## src/rtl/arb_pkg.sv

```systemverilog
package arb_pkg;

  // Phase of the single shared medium.
  typedef enum logic [1:0] {
    MED_IDLE = 2'd0,
    MED_WAIT = 2'd1,
    MED_XFER = 2'd2
  } med_phase_t;

  // Isolates the lowest set bit: the static-priority pick, index 0 first.
  function automatic logic [31:0] lowest_set(input logic [31:0] v);
    return v & (~v + 32'd1);
  endfunction

endpackage

```

## src/rtl/arb_pending.sv

```systemverilog
module arb_pending #(
  parameter int N  = 2,
  parameter int SW = 1
) (
  input  logic            clk,
  input  logic            rst_n,
  input  logic [N-1:0]    accept,
  input  logic [N-1:0]    grant,
  input  logic [N*SW-1:0] sel_in,
  output logic [N-1:0]    pend,
  output logic [N*SW-1:0] pend_sel
);

  for (genvar i = 0; i < N; i++) begin : g_slot
    always_ff @(posedge clk) begin
      if (!rst_n) begin
        pend[i]               <= 1'b0;
        pend_sel[i*SW +: SW]  <= '0;
      end else if (grant[i]) begin
        pend[i]               <= 1'b0;
      end else if (accept[i]) begin
        pend[i]               <= 1'b1;
        pend_sel[i*SW +: SW]  <= sel_in[i*SW +: SW];
      end
    end
  end

endmodule

```

## src/rtl/arb_medium_ctl.sv

```systemverilog
module arb_medium_ctl
  import arb_pkg::*;
#(
  parameter int N  = 2,
  parameter int M  = 2,
  parameter int SW = 1,
  parameter int MW = 1
) (
  input  logic          clk,
  input  logic          rst_n,
  input  logic          grant_any,
  input  logic [MW-1:0] grant_idx,
  input  logic [SW-1:0] grant_sel,
  input  logic [M-1:0]  s_ack,
  input  logic [M-1:0]  s_done,
  output logic          idle,
  output logic [MW-1:0] owner,
  output logic [N-1:0]  ack_out,
  output logic [N-1:0]  done_out
);

  med_phase_t    phase;
  logic [SW-1:0] target;
  logic          ack_hit;
  logic          done_hit;

  assign idle     = (phase == MED_IDLE);
  assign ack_hit  = (phase == MED_WAIT) && s_ack[target];
  assign done_hit = (phase == MED_XFER) && s_done[target];

  for (genvar i = 0; i < N; i++) begin : g_route
    assign ack_out[i]  = ack_hit  && (owner == MW'(i));
    assign done_out[i] = done_hit && (owner == MW'(i));
  end

  always_ff @(posedge clk) begin
    if (!rst_n) begin
      phase  <= MED_IDLE;
      owner  <= '0;
      target <= '0;
    end else begin
      unique case (phase)
        MED_IDLE: if (grant_any) begin
          phase  <= MED_WAIT;
          owner  <= grant_idx;
          target <= grant_sel;
        end
        MED_WAIT: if (ack_hit) phase <= MED_XFER;
        MED_XFER: if (done_hit) begin
          phase  <= MED_IDLE;
          owner  <= '0;
          target <= '0;
        end
        default: phase <= MED_IDLE;
      endcase
    end
  end

endmodule

```

## src/rtl/arb_shared_medium.sv

```systemverilog
module arb_shared_medium
  import arb_pkg::*;
#(
  parameter int N = 2,
  parameter int M = 2
) (
  input  logic                                   clk,
  input  logic                                   rst_n,
  input  logic [N-1:0]                           m_req,
  input  logic [N*((M > 1) ? $clog2(M) : 1)-1:0] m_sel,
  output logic [N-1:0]                           m_ack,
  output logic [N-1:0]                           m_done,
  output logic [M-1:0]                           s_req,
  input  logic [M-1:0]                           s_ack,
  input  logic [M-1:0]                           s_done
);

  localparam int SW = (M > 1) ? $clog2(M) : 1;
  localparam int MW = (N > 1) ? $clog2(N) : 1;

  // Named internal events, brought out for the checker.
  logic [N-1:0]    pend;
  logic [N*SW-1:0] pend_sel;
  logic [N-1:0]    owned;
  logic [N-1:0]    accept;
  logic [N-1:0]    grant_vec;
  logic [N-1:0]    cf_req;
  logic [N-1:0]    dly_req;
  logic            idle;
  logic            inflight;
  logic [MW-1:0]   owner;
  logic [MW-1:0]   grant_idx;
  logic [SW-1:0]   grant_sel;
  logic [31:0]     pick_w;

  assign inflight = !idle;

  for (genvar i = 0; i < N; i++) begin : g_own
    assign owned[i] = inflight && (owner == MW'(i));
  end

  assign accept    = m_req & ~pend & ~owned;
  assign pick_w    = lowest_set(32'(pend | accept));
  assign grant_vec = idle ? pick_w[N-1:0] : '0;
  assign cf_req    = grant_vec & accept;
  assign dly_req   = grant_vec & pend;

  always_comb begin
    grant_idx = '0;
    grant_sel = '0;
    for (int i = 0; i < N; i++) begin
      if (grant_vec[i]) begin
        grant_idx = MW'(i);
        grant_sel = pend[i] ? pend_sel[i*SW +: SW] : m_sel[i*SW +: SW];
      end
    end
  end

  always_comb begin
    s_req = '0;
    if (|grant_vec) s_req[grant_sel] = 1'b1;
  end

  arb_pending #(.N(N), .SW(SW)) u_pending (
    .clk      (clk),
    .rst_n    (rst_n),
    .accept   (accept),
    .grant    (grant_vec),
    .sel_in   (m_sel),
    .pend     (pend),
    .pend_sel (pend_sel)
  );

  arb_medium_ctl #(.N(N), .M(M), .SW(SW), .MW(MW)) u_medium (
    .clk       (clk),
    .rst_n     (rst_n),
    .grant_any (|grant_vec),
    .grant_idx (grant_idx),
    .grant_sel (grant_sel),
    .s_ack     (s_ack),
    .s_done    (s_done),
    .idle      (idle),
    .owner     (owner),
    .ack_out   (m_ack),
    .done_out  (m_done)
  );

endmodule

```

## config.mk

```make
export PLATFORM = sky130hd
export DESIGN_NAME = arb_shared_medium
export DESIGN_NICKNAME = d
export VERILOG_FILES = /design/src/rtl/arb_pkg.sv /design/src/rtl/arb_pending.sv /design/src/rtl/arb_medium_ctl.sv /design/src/rtl/arb_shared_medium.sv
export SDC_FILE = /design/constraint.sdc
export NUM_CORES = 1
export LEC_CHECK = 0
export CORE_MARGIN = 2
export CORE_UTILIZATION = 30
export CTS_CLUSTER_SIZE = 28
export DETAILED_ROUTE_END_ITERATION = 10
export PLACE_DENSITY = 0.52
export SYNTH_ARGS = -nofsm -noshare
export SYNTH_HDL_FRONTEND = slang
export SYNTH_SLANG_ARGS = --single-unit
```

## constraint.sdc

```tcl
create_clock -name clk -period 2.85 [get_ports clk]
set_input_delay 0.57 -clock clk [delete_from_list [all_inputs] [get_ports clk]]
set_output_delay 0.57 -clock clk [all_outputs]
set_load 0.005 [all_outputs]
```

# After elaboration in Yosys (flattened, before gate mapping)
# Cells that the tools add are included.
totals:
  register_bits: 8
  in_bits: 10
  out_inout_bits: 6
classes:
  addsub: 1
  n_lt_le_gt_ge: 3
  eq_ne: 5
  muxes: 22
  n_bitwise: 11
  n_reduce_logical: 19
op_table:
  columns: ["operator", "n"]
  rows:
  - ["$mux 1", 13]
  - ["$mux 2", 5]
  - ["$logic_and 1x1->1", 9]
  - ["$and 2x2->2", 3]
  - ["$ne 2x1->1 const B", 3]
  - ["$not 2->2", 3]
  - ["$pmux 2 s3", 1]
  - ["$reduce_and 3->1", 2]
  - ["$reduce_or 2->1", 3]
  - ["$lt 1x2->1 const B", 2]
  - ["$not 1->1", 4]
  - ["$pmux 1 s2", 2]
  - ["$reduce_and 2->1", 2]
  - ["$add 2x1->2 const B", 1]
  - ["$eq 2x1->1 const B", 1]
  - ["$eq 2x2->1 const B", 1]
  - ["$logic_not 2->1", 1]
  - ["$or 2x2->2", 1]
  - ["$reduce_bool 2->1", 1]
  - ["$demux 1 s1", 1]
  - ["$ge 1x1->1 const B", 1]
  - ["$logic_not 1->1", 1]

# Logic depth before layout (Yosys ltp)
# Gate-level depths: netlist of the first run.
depth:
  word_depth: 17
  ltp_mapped: 5

# Cells and area by module
# From an unflattened synthesis of the first run, not the netlist that was laid out.
hier_totals:
  hier_cells: 57
  hier_area_um2: 510.5
by_module_without_submodules:
  columns: ["module", "n_inst", "cells_each", "area_each_um2", "seq_area_each_um2"]
  rows:
  - ["arb_medium_ctl", 1, 24, 222.7, 80.1]
  - ["arb_pending", 1, 16, 165.2, 80.1]
  - ["arb_shared_medium", 1, 17, 122.6, 0.0]

# Worst setup path after synthesis of the first run
# OpenSTA, ideal clock, no wires.
synth_path:
  path_type: "in2out"
  startpoint: "input s_ack[1]"
  endpoint: "output m_ack[1]"
  arrival_time_ns: 1.104
  required_time_ns: 2.280
  slack_ns: 1.176
  path_stages: 4
  cell_sequence: "mux2_2 > nand2_1 > nor2_1 > and2_1"
synth_via:
  elab_chain_cells: 4
synth_rtl:
  columns: ["element", "line_no", "rtl"]
  rows:
  - ["from (decl)", "arb_shared_medium.sv:14", "input logic [M-1:0] s_ack,"]
  - ["$mux 1 (not written as such) (2 in series)", "arb_medium_ctl.sv:28", "assign ack_hit = (phase == MED_WAIT) && s_ack[target];"]
  - ["$logic_and 1x1->1", "arb_medium_ctl.sv:28", null]
  - ["$logic_and 1x1->1", "arb_medium_ctl.sv:32", "assign ack_out[i] = ack_hit && (owner == MW'(i));"]
  - ["to (decl)", "arb_shared_medium.sv:11", "output logic [N-1:0] m_ack,"]
# Every way passes these cells. The select of a mux whose other input is x is not followed.

# Worst setup path after layout of the first run
layout_path:
  startpoint: "input m_sel[1] in the netlist's numbering"
  endpoint: "output s_req[1]"
layout_via:
  elab_chain_cells: 7
  elab_cells_between_ends: 8
  cone_classes: "2 x order compare; 5 x mux; 1 x reduce/logical"
layout_rtl:
  columns: ["element", "line_no", "rtl"]
  rows:
  - ["from (decl)", "arb_shared_medium.sv:10", "input logic [N*((M > 1) ? $clog2(M) : 1)-1:0] m_sel,"]
  - ["$mux 1 (*)", "arb_shared_medium.sv:54", "grant_sel = pend[i] ? pend_sel[i*SW +: SW] : m_sel[i*SW +: SW];"]
  - ["$mux 1 (*)", "arb_shared_medium.sv:52", "if (grant_vec[i]) begin"]
  - ["$lt 1x2->1 (not written as such) / $ge 1x1->1 (equally long branches)", "arb_shared_medium.sv:61", "if (|grant_vec) s_req[grant_sel] = 1'b1;"]
  - ["$logic_and 1x1->1 (not written as such)", "arb_shared_medium.sv:61", null]
  - ["$mux 1 (not written as such)", "arb_shared_medium.sv:61", null]
  - ["$demux 1 s1 (*)", "arb_shared_medium.sv:61", null]
  - ["$mux 2 (*)", "arb_shared_medium.sv:61", null]
  - ["to (decl)", "arb_shared_medium.sv:13", "output logic [M-1:0] s_req,"]
# Mark *: on every way between the ends. The rest lies on a longest branch, timed or not.

==> results.txt, run 1 <==
postcts setup bufs -> 0
clock network latency to the later pin of the worst-skew pair -> 0.25 ns
power per cell area -> 436 mW/mm^2
DR iter-0 viols -> 5
Max-Cap Viols -> 0
Initial Util -> 32.7%
Tot GR Track Use -> 12.8%
post-layout min period -> 2.69 ns
EDFF count, synth -> 0
drt total wl -> 1110 um
Worst Hold Launch -> u_pending.pend_sel[1]$_SDFFE_PN0P_
Max Freq -> 372 MHz
crit path from -> m_sel[1]
Max-slew headroom -> 76.4%
synthesized area -> 504 um^2
DPL Wire Length -> 854 um
via count -> 459
grt total ovfl -> 0
antenna cells -> 0
multiplexer share of the synthesized area -> 6.45%
Die ar. -> 0.00202 mm^2
TritonCTS clock tree -> built
Arrival @ worst endpoint -> 2.12 ns
# H-tree levels -> 1
outcome -> completed
CTS Hold Bufs -> 0
DRC violations left -> 0
clock sinks -> 8
largest net degree at the start of global routing -> 10
Worst-Margin Slew -> 0.354 ns
main combinational cell family by area after synthesis -> simple AND/OR/NAND/NOR gates
global placement routability congestion -> 0.679
clock skew -> 0.00357 ns
initial antenna violation count -> 0
commonest non-fill, non-tap cell in the layout -> clkdlybuf4s50_1
drt via density -> 5.10
#FFs+latches synth -> 8
final period utilization -> 94.2%
layout cells sized above 1 -> 16.2%
sequential area share after synthesis -> 31.8%
CTS buffer count -> 3
cells after synthesis -> 56
Ys Warns -> 0
clk buf depth -> 2
worst setup path category -> in2out
crit start category -> input pin
WP data required -> 2.28 ns
post-synthesis cell type count -> 24
PnR Total Power -> 0.000300 W
Slew Limit Fails -> 0
nature of the critical path endpoint -> output port
Final Net Count -> 86
Synth Flop Type -> dfxtp_1
CP max FO -> 3
area grow syn2layout -> 36.7%
Core Footprint -> 0.00154 mm^2
Max VDD drop -> 0.310 mV
Async SR Flop Fraction -> 0%
Synth Area per Inst -> 9.00 um^2
clk slew on worst S/H paths -> 0.05 ns
Synth Area in Simple Gates -> 35.7%
post-cts resize count -> 0
I/O pins -> 16
worst hold-check path type -> reg2reg
DRT Pass-1 Iters -> 2
first-pass GRT wire length -> 1840 um
leakage power -> 0.251 nW
syn nets -> 66
die width -> 45.0 um
most frequent cells in the layout -> clkdlybuf4s50_1 (15), dfxtp_1 (8), nand2_1 (7), nor2_1 (5), nor2b_1 (5)
endpoints failing hold -> 0
Final ANT Viol Nets -> 0
Adder-Cell Fraction of Synth Area -> 0%
Setup TNS Final -> 0 ns
chip height -> 45.0 um
RSZ-0062 raised after global routing -> no
XOR/XNOR share of the synthesized area -> 0%
Reg-to-Reg Start -> u_medium.phase[1]$_SDFFE_PN0P_
Synth Area in Compound Gates -> 21.6%
Root Driver -> clkbuf_4
vias in the first global route -> 423
Row Count -> 14
endpoints failing setup -> 0
drt wl/cell -> 12.3 um
count of input and output buffers -> 15
-- final cells by class --
class                           instances  area [um^2]
Clock buffer                            3         22.5
Timing Repair Buffer                   17          165
Multi-Input combinational cell         46          322
Sequential cell                         8          160
Fill cell                             156          852
Tap cell                               16         20.0
-- cell usage after synthesis (2+ instances only) --
cell | instances | area share [%]
mux2_2 | 2 | 4.5
dfxtp_1 | 8 | 32
nor2b_1 | 5 | 6.2
nand3b_1 | 2 | 3.0
a21oi_1 | 4 | 4.0
nand2_1 | 7 | 5.2
nor3_1 | 2 | 2.0
nor3b_1 | 3 | 4.5
o21a_1 | 2 | 3.0
and2_1 | 2 | 2.5
nor2_1 | 5 | 3.7
buf_6 | 2 | 4.5
-- worst max-delay path: stages --
cell,delay [ns]
clkdlybuf4s50_1,0.48
nand3b_1,0.09
a311oi_2,0.32
and2_1,0.17
clkdlybuf4s50_1,0.49
-- sequential cells by signal (all words and copies together) (netlist names) --
signal	count
u_pending.pend	2
u_medium.target	1
u_medium.phase	2
u_pending.pend_sel	2
u_medium.owner	1
-- worst paths after layout --
kind | endpoint | slack, ns | cells past startpoint
setup / recovery | s_req[1] | 0.16 | 5
hold / removal | u_pending.pend_sel[1]$_SDFFE_PN0P_ | 0.50 | 2
setup reg to reg | u_medium.target$_SDFFE_PN0P_ | 1.61 | 4
hold reg to reg | u_pending.pend_sel[1]$_SDFFE_PN0P_ | 0.50 | 2
-- power by group --
part           leakage [nW]  switching, W  internal (W)
clock network        0.0138     0.0000360     0.0000480
logic                 0.171     0.0000327     0.0000475
registers            0.0656     0.0000154      0.000121
total                 0.251     0.0000841      0.000216
-- kinds of logic (layout without fill, tap and decap cells) --
| logic type | count (synthesis) | count (layout) |
|---|---|---|
| buffers and inverters | 2 | 20 |
| DFF | 8 | 8 |
| and+or+nand+nor | 30 | 30 |
| muxes | 3 | 3 |
| AOI/OAI and AO/OA | 13 | 13 |
-- stage by stage --
stage                     util [%]  cell area (um^2)  hold slack (ns)  cells  setup WS, ns
after detailed placement      43.3               667            0.493     87         0.157
after global routing          44.7               689            0.571     90        0.0834
after CTS                     44.7               689            0.500     90         0.156
after global placement        43.3               667            0.488     87         0.161
after floorplan                  -               504            0.464     56          1.18
final                         44.7               689            0.500     90         0.165
-- metal layers --
metal	global-route usage [%]	wire length [um]	vias to the layer above
li1	-	-	247
met1	16.0	573	207
met2	19.7	500	5
met3	7.20	37	0
met4	1.76	0	0
met5	0	0	-
Power figures use the tool's default switching activity.
==> run 2: changes to the inputs <==
REMOVE_ABC_BUFFERS = 1   (was unset)
SETUP_SLACK_MARGIN = 0.5   (was unset)
==> run 2 against run 1 <==
Fmax increased by 17%; register-to-register slack got worse by 0.23 ns; highest routed layer is now met4; critical path depth increased by 1; clock power increased by 8.5%; sequential share of layout area decreased by 1.7 points; design area increased by 7.8%; largest power group unchanged; largest cell class unchanged; hold slack got worse by 0.0048 ns.
==> results.txt, run 2 (synthesis gave the netlist of run 1 again) <==
outcome -> completed
Max-Cap Viols -> 0
leakage power -> 0.316 nW
RSZ-0062 raised after global routing -> no
Tot GR Track Use -> 13.2%
DR iter-0 viols -> 7
worst setup path category -> in2out
Final ANT Viol Nets -> 0
Row Count -> 14
clock skew -> 0.000831 ns
via count -> 496
crit start category -> input pin
Setup TNS Final -> 0 ns
clock network latency to the later pin of the worst-skew pair -> 0.26 ns
CTS buffer count -> 3
drt wl/cell -> 12.6 um
Core Footprint -> 0.00154 mm^2
vias in the first global route -> 429
grt total ovfl -> 0
Combinational Power Share -> 28.1%
post-layout min period -> 2.29 ns
Reg-to-Reg Start -> u_pending.pend[0]$_SDFFE_PP0P_
clk slew on worst S/H paths -> 0.06 ns
most frequent cells in the layout -> dlygate4sd2_1 (8), dfxtp_1 (8), nand2_1 (6)
antenna cells -> 0
PnR Total Power -> 0.000318 W
DPL Wire Length -> 854 um
count of input and output buffers -> 15
Worst-Margin Slew -> 0.416 ns
Hold EP -> u_pending.pend_sel[1]$_SDFFE_PN0P_
Die ar. -> 0.00202 mm^2
endpoints failing setup -> 0
layout cells sized above 1 -> 24.4%
largest net degree at the start of global routing -> 10
chip height -> 45.0 um
DRC violations left -> 0
initial antenna violation count -> 0
Worst Hold Launch -> u_pending.pend_sel[1]$_SDFFE_PN0P_
Max-slew headroom -> 72.3%
Sw Ratio -> 30.0%
reg2reg setup slack -> 1.38 ns
Root Driver -> clkbuf_4
WP data required -> 2.28 ns
nature of the critical path endpoint -> output port
# H-tree levels -> 1
endpoints failing hold -> 0
worst path cell trace -> clkdlybuf4s50_1 -> mux2_2 -> nand2_2 -> nor2_1 -> and2_1 -> clkdlybuf4s15_1
CP peak stage delay -> 0.39 ns
Worst path slowest cell -> clkdlybuf4s50_1
area grow syn2layout -> 47.4%
Final Net Count -> 90
final period utilization -> 80.3%
TritonCTS clock tree -> built
drt total wl -> 1180 um
Initial Util -> 32.7%
Arrival @ worst endpoint -> 1.72 ns
CP max FO -> 2
cells on worst reg2reg path -> 6
clock sinks -> 8
worst hold-check path type -> reg2reg
die width -> 45.0 um
DRT Pass-1 Iters -> 4
cell internal pwr -> 0.000223 W
global placement routability congestion -> 0.755
drt via density -> 5.28
pre-CTS setup slack -> 0.158 ns
Seq pwr share -> 43.3%
power per cell area -> 428 mW/mm^2
Max Freq -> 437 MHz
reg2reg end -> u_medium.target$_SDFFE_PN0P_
clk buf depth -> 2
worst hold stages -> 2
Max VDD drop -> 0.205 mV
Psw -> 0.0000956 W
Final Worst Setup Slack -> 0.563 ns
first-pass GRT wire length -> 1870 um
CTS Hold Bufs -> 0
Clock power frac -> 28.6%
Slew Limit Fails -> 0
I/O pins -> 16
top flop regs -> u_medium.phase: 2 flops, u_pending.pend: 2 flops, u_pending.pend_sel: 2 flops
[run 2: final cells by class]
cell class / count / area [um^2]
Clock buffer: 3 / 22.5
Fill cell: 164 / 798
Multi-Input combinational cell: 46 / 349
Sequential cell: 8 / 160
Tap cell: 16 / 20.0
Timing Repair Buffer: 21 / 191
[run 2: timing repair]
| item | 4_1_cts | 5_1_grt |
|---|---|---|
| pin swaps | 6 | 1 |
| setup buffers | 3 | 1 |
| resized for setup | 15 | 2 |
| setup endpoints to repair | 6 | 3 |
| endpoints found under the hold margin | 0 | 0 |
[run 2: power groups by stage]
stage	Clock, W	Combinational, W	Sequential [W]
6_report	0.0000911	0.0000895	0.000138
5_1_grt	0.000105	0.0000985	0.000139
3_3_place_gp	0	0.0000799	0.000139
3_5_place_dp	0	0.0000797	0.000138
4_1_cts	0.0000955	0.0000880	0.000137
2_1_floorplan	0	0.0000431	0.000135
[run 2: worst max path at each step]
stage                   from       end  depth (start not counted)  slack [ns]
floorplan           s_ack[1]  m_ack[1]                          4        1.16
global placement    m_req[1]  s_req[1]                          5        0.18
detailed placement  m_sel[1]  s_req[1]                          5        0.16
CTS                 s_ack[1]  m_ack[1]                          6        0.50
global route        s_ack[1]  m_ack[1]                          6        0.51
finish              s_ack[1]  m_ack[1]                          6        0.56
[run 2: worst max-delay path: cells and delay by family]
| kind | cells | cell delay (ns) |
|---|---|---|
| buffers and inverters | 2 | 0.59 |
| AND/OR/NAND/NOR | 3 | 0.29 |
| multiplexers | 1 | 0.27 |
[run 2: layer usage]
layer  up-vias  part of all wire [%]  wire length, um  track usage (%)
met5         -                     0                0                0
met4         0                  0.59                7             5.29
met3         2                   7.4               87             6.00
met2        16                    42              494             19.4
met1       228                    50              593             16.6
li1        250                     -                -                -
[run 2: per-stage QoR]
stage                     util [%]  hold WS [ns]  instances  cell area, um^2
after floorplan                  -         0.464         54              482
after global placement        43.3         0.486         87              667
after detailed placement      43.3         0.492         87              667
after CTS                     47.5         0.502         93              732
after global routing          48.2         0.524         94              743
final                         48.2         0.496         94              743
==> run 3: changes to the inputs <==
clock period = 2.4 ns   (was 2.85 ns; I/O delays follow)
==> run 3 against run 2 <==
Routed wire length increased by 6.9%; clock power increased by 17%; sequential cell count unchanged; global-route usage increased by 1.7 points; sequential power increased by 17%; die area unchanged; sequential share of layout area increased by 0.35 points; clock-buffer cell count unchanged; worst setup slack got worse by 0.079 ns; critical path type is now reg2out; critical endpoint is now s_req[1]; largest cell class unchanged; largest power group unchanged; highest routed layer unchanged.
==> results.txt, run 3 (synthesis gave the netlist of run 1 again) <==
outcome -> completed
drt wl/cell -> 12.8 um
worst setup path category -> reg2out
DRT Pass-1 Iters -> 1
CTS buffer count -> 3
CP max FO -> 8
Arrival @ worst endpoint -> 1.44 ns
Root Driver -> clkbuf_4
initial antenna violation count -> 0
via count -> 506
Tot GR Track Use -> 14.9%
crit start category -> flip-flop
Initial Util -> 32.7%
Max Freq -> 522 MHz
clk slew on worst S/H paths -> 0.06 ns
final period utilization -> 79.8%
clock skew -> 0.000418 ns
leakage power -> 0.327 nW
antenna cells -> 0
drt via density -> 5.11
Post-Layout Cell Count -> 99
endpoints failing setup -> 0
power per cell area -> 497 mW/mm^2
Seq pwr share -> 42.1%
Die ar. -> 0.00202 mm^2
post-layout min period -> 1.92 ns
Final Worst Setup Slack -> 0.484 ns
RSZ-0062 raised after global routing -> yes
commonest non-fill, non-tap cell in the layout -> buf_4
vias in the first global route -> 468
PnR Total Power -> 0.000386 W
dpl cells -> 90
DRC violations left -> 0
# H-tree levels -> 1
Final Net Count -> 95
endpoints failing hold -> 0
chip height -> 45.0 um
first-pass GRT wire length -> 2100 um
Slew Limit Fails -> 0
Fill cells -> 172
Clock power frac -> 27.6%
DR iter-0 viols -> 0
clock network latency to the later pin of the worst-skew pair -> 0.25 ns
Worst-Margin Slew -> 0.328 ns
die width -> 45.0 um
WP data required -> 1.92 ns
Core Footprint -> 0.00154 mm^2
worst hold-check path type -> reg2reg
TritonCTS clock tree -> built
Row Count -> 14
Combinational Power Share -> 30.3%
global placement routability congestion -> 0.774
top flop regs -> u_medium.phase: 2 flops, u_pending.pend: 2 flops, u_pending.pend_sel: 2 flops
drt total wl -> 1260 um
area grow syn2layout -> 54.1%
grt total ovfl -> 0
cell internal pwr -> 0.000270 W
clk buf depth -> 2
Max-slew headroom -> 78.1%
Max-Cap Viols -> 0
clock sinks -> 8
nature of the critical path endpoint -> output port
Max VDD drop -> 0.201 mV
largest net degree at the start of global routing -> 10
Sw Ratio -> 30.0%
I/O pins -> 16
most frequent cells in the layout -> buf_4 (11), nand2_1 (6), dlygate4sd2_1 (6), nor2b_1 (5)
pre-CTS setup slack -> -0.0990 ns
count of input and output buffers -> 15
Final ANT Viol Nets -> 0
Psw -> 0.000116 W
layout cells sized above 1 -> 42.2%
-- run 3: cell count changes in the layout (fill, tap and decap cells not counted), moves of 4 or more --
cell | before | now
buf_4 | 5 | 11
buf_2 | 0 | 4
dfxtp_1 | 8 | 4
clkdlybuf4s50_1 | 5 | 1
-- run 3: power by group through the flow --
stage | Clock (W) | Sequential [W] | Combinational [W]
3_5_place_dp | 0 | 0.000165 | 0.000103
5_1_grt | 0.000122 | 0.000164 | 0.000128
2_1_floorplan | 0 | 0.000160 | 0.0000511
4_1_cts | 0.000112 | 0.000164 | 0.000110
6_report | 0.000107 | 0.000162 | 0.000117
3_3_place_gp | 0 | 0.000165 | 0.000103
-- run 3: worst max-delay path, cell delays in order (launching register included) --
cell,delay [ns]
dfxtp_4,0.38
nor2b_1,0.15
a311oi_2,0.28
buf_4,0.16
and2_1,0.10
buf_2,0.10
-- run 3: cell type report --
class | count | area (um^2) | share of cell area [%]
flip-flops and latches | 8 | 170 | 21.9
well taps | 16 | 20.0 | 2.58
multi-input cells | 46 | 358 | 46.1
repair buffers | 26 | 206 | 26.6
clock buffers | 3 | 22.5 | 2.90
-- run 3: through the flow --
step | utilization [%] | hold WS (ns) | instance area [um^2] | TNS [ns]
5_1_grt | 50.4 | 0.506 | 777 | 0
3_3_place_gp | 44.7 | 0.480 | 689 | -0.144
6_report | 50.4 | 0.486 | 777 | 0
4_1_cts | 48.6 | 0.505 | 749 | 0
2_1_floorplan | - | 0.464 | 482 | 0
3_5_place_dp | 44.7 | 0.497 | 689 | -0.131
-- run 3: timing repair --
action	CTS	global route
setup buffers	4	2
hold buffers	0	0
endpoints found under the setup margin	6	5
pin swaps	5	3
resized for setup	40	7
-- run 3: routing by layer --
metal	wire [um]	up-vias	GRT usage (%)
li1	-	263	-
met1	598	228	18.6
met2	586	13	23.1
met3	70	2	3.60
met4	9	0	8.82
met5	0	-	0
-- run 3: worst paths after layout --
| kind | end | cells after the start | start | slack, ns |
|---|---|---|---|---|
| max | s_req[1] | 5 | u_pending.pend[0]$_SDFFE_PP0P_ | 0.48 |
| min | u_pending.pend_sel[1]$_SDFFE_PN0P_ | 1 | u_pending.pend[1]$_SDFFE_PP0P_ | 0.49 |
| max reg2reg | u_medium.target$_SDFFE_PN0P_ | 5 | u_medium.phase[0]$_SDFFE_PN0P_ | 1.06 |
| min reg2reg | u_pending.pend_sel[1]$_SDFFE_PN0P_ | 1 | u_pending.pend[1]$_SDFFE_PP0P_ | 0.49 |
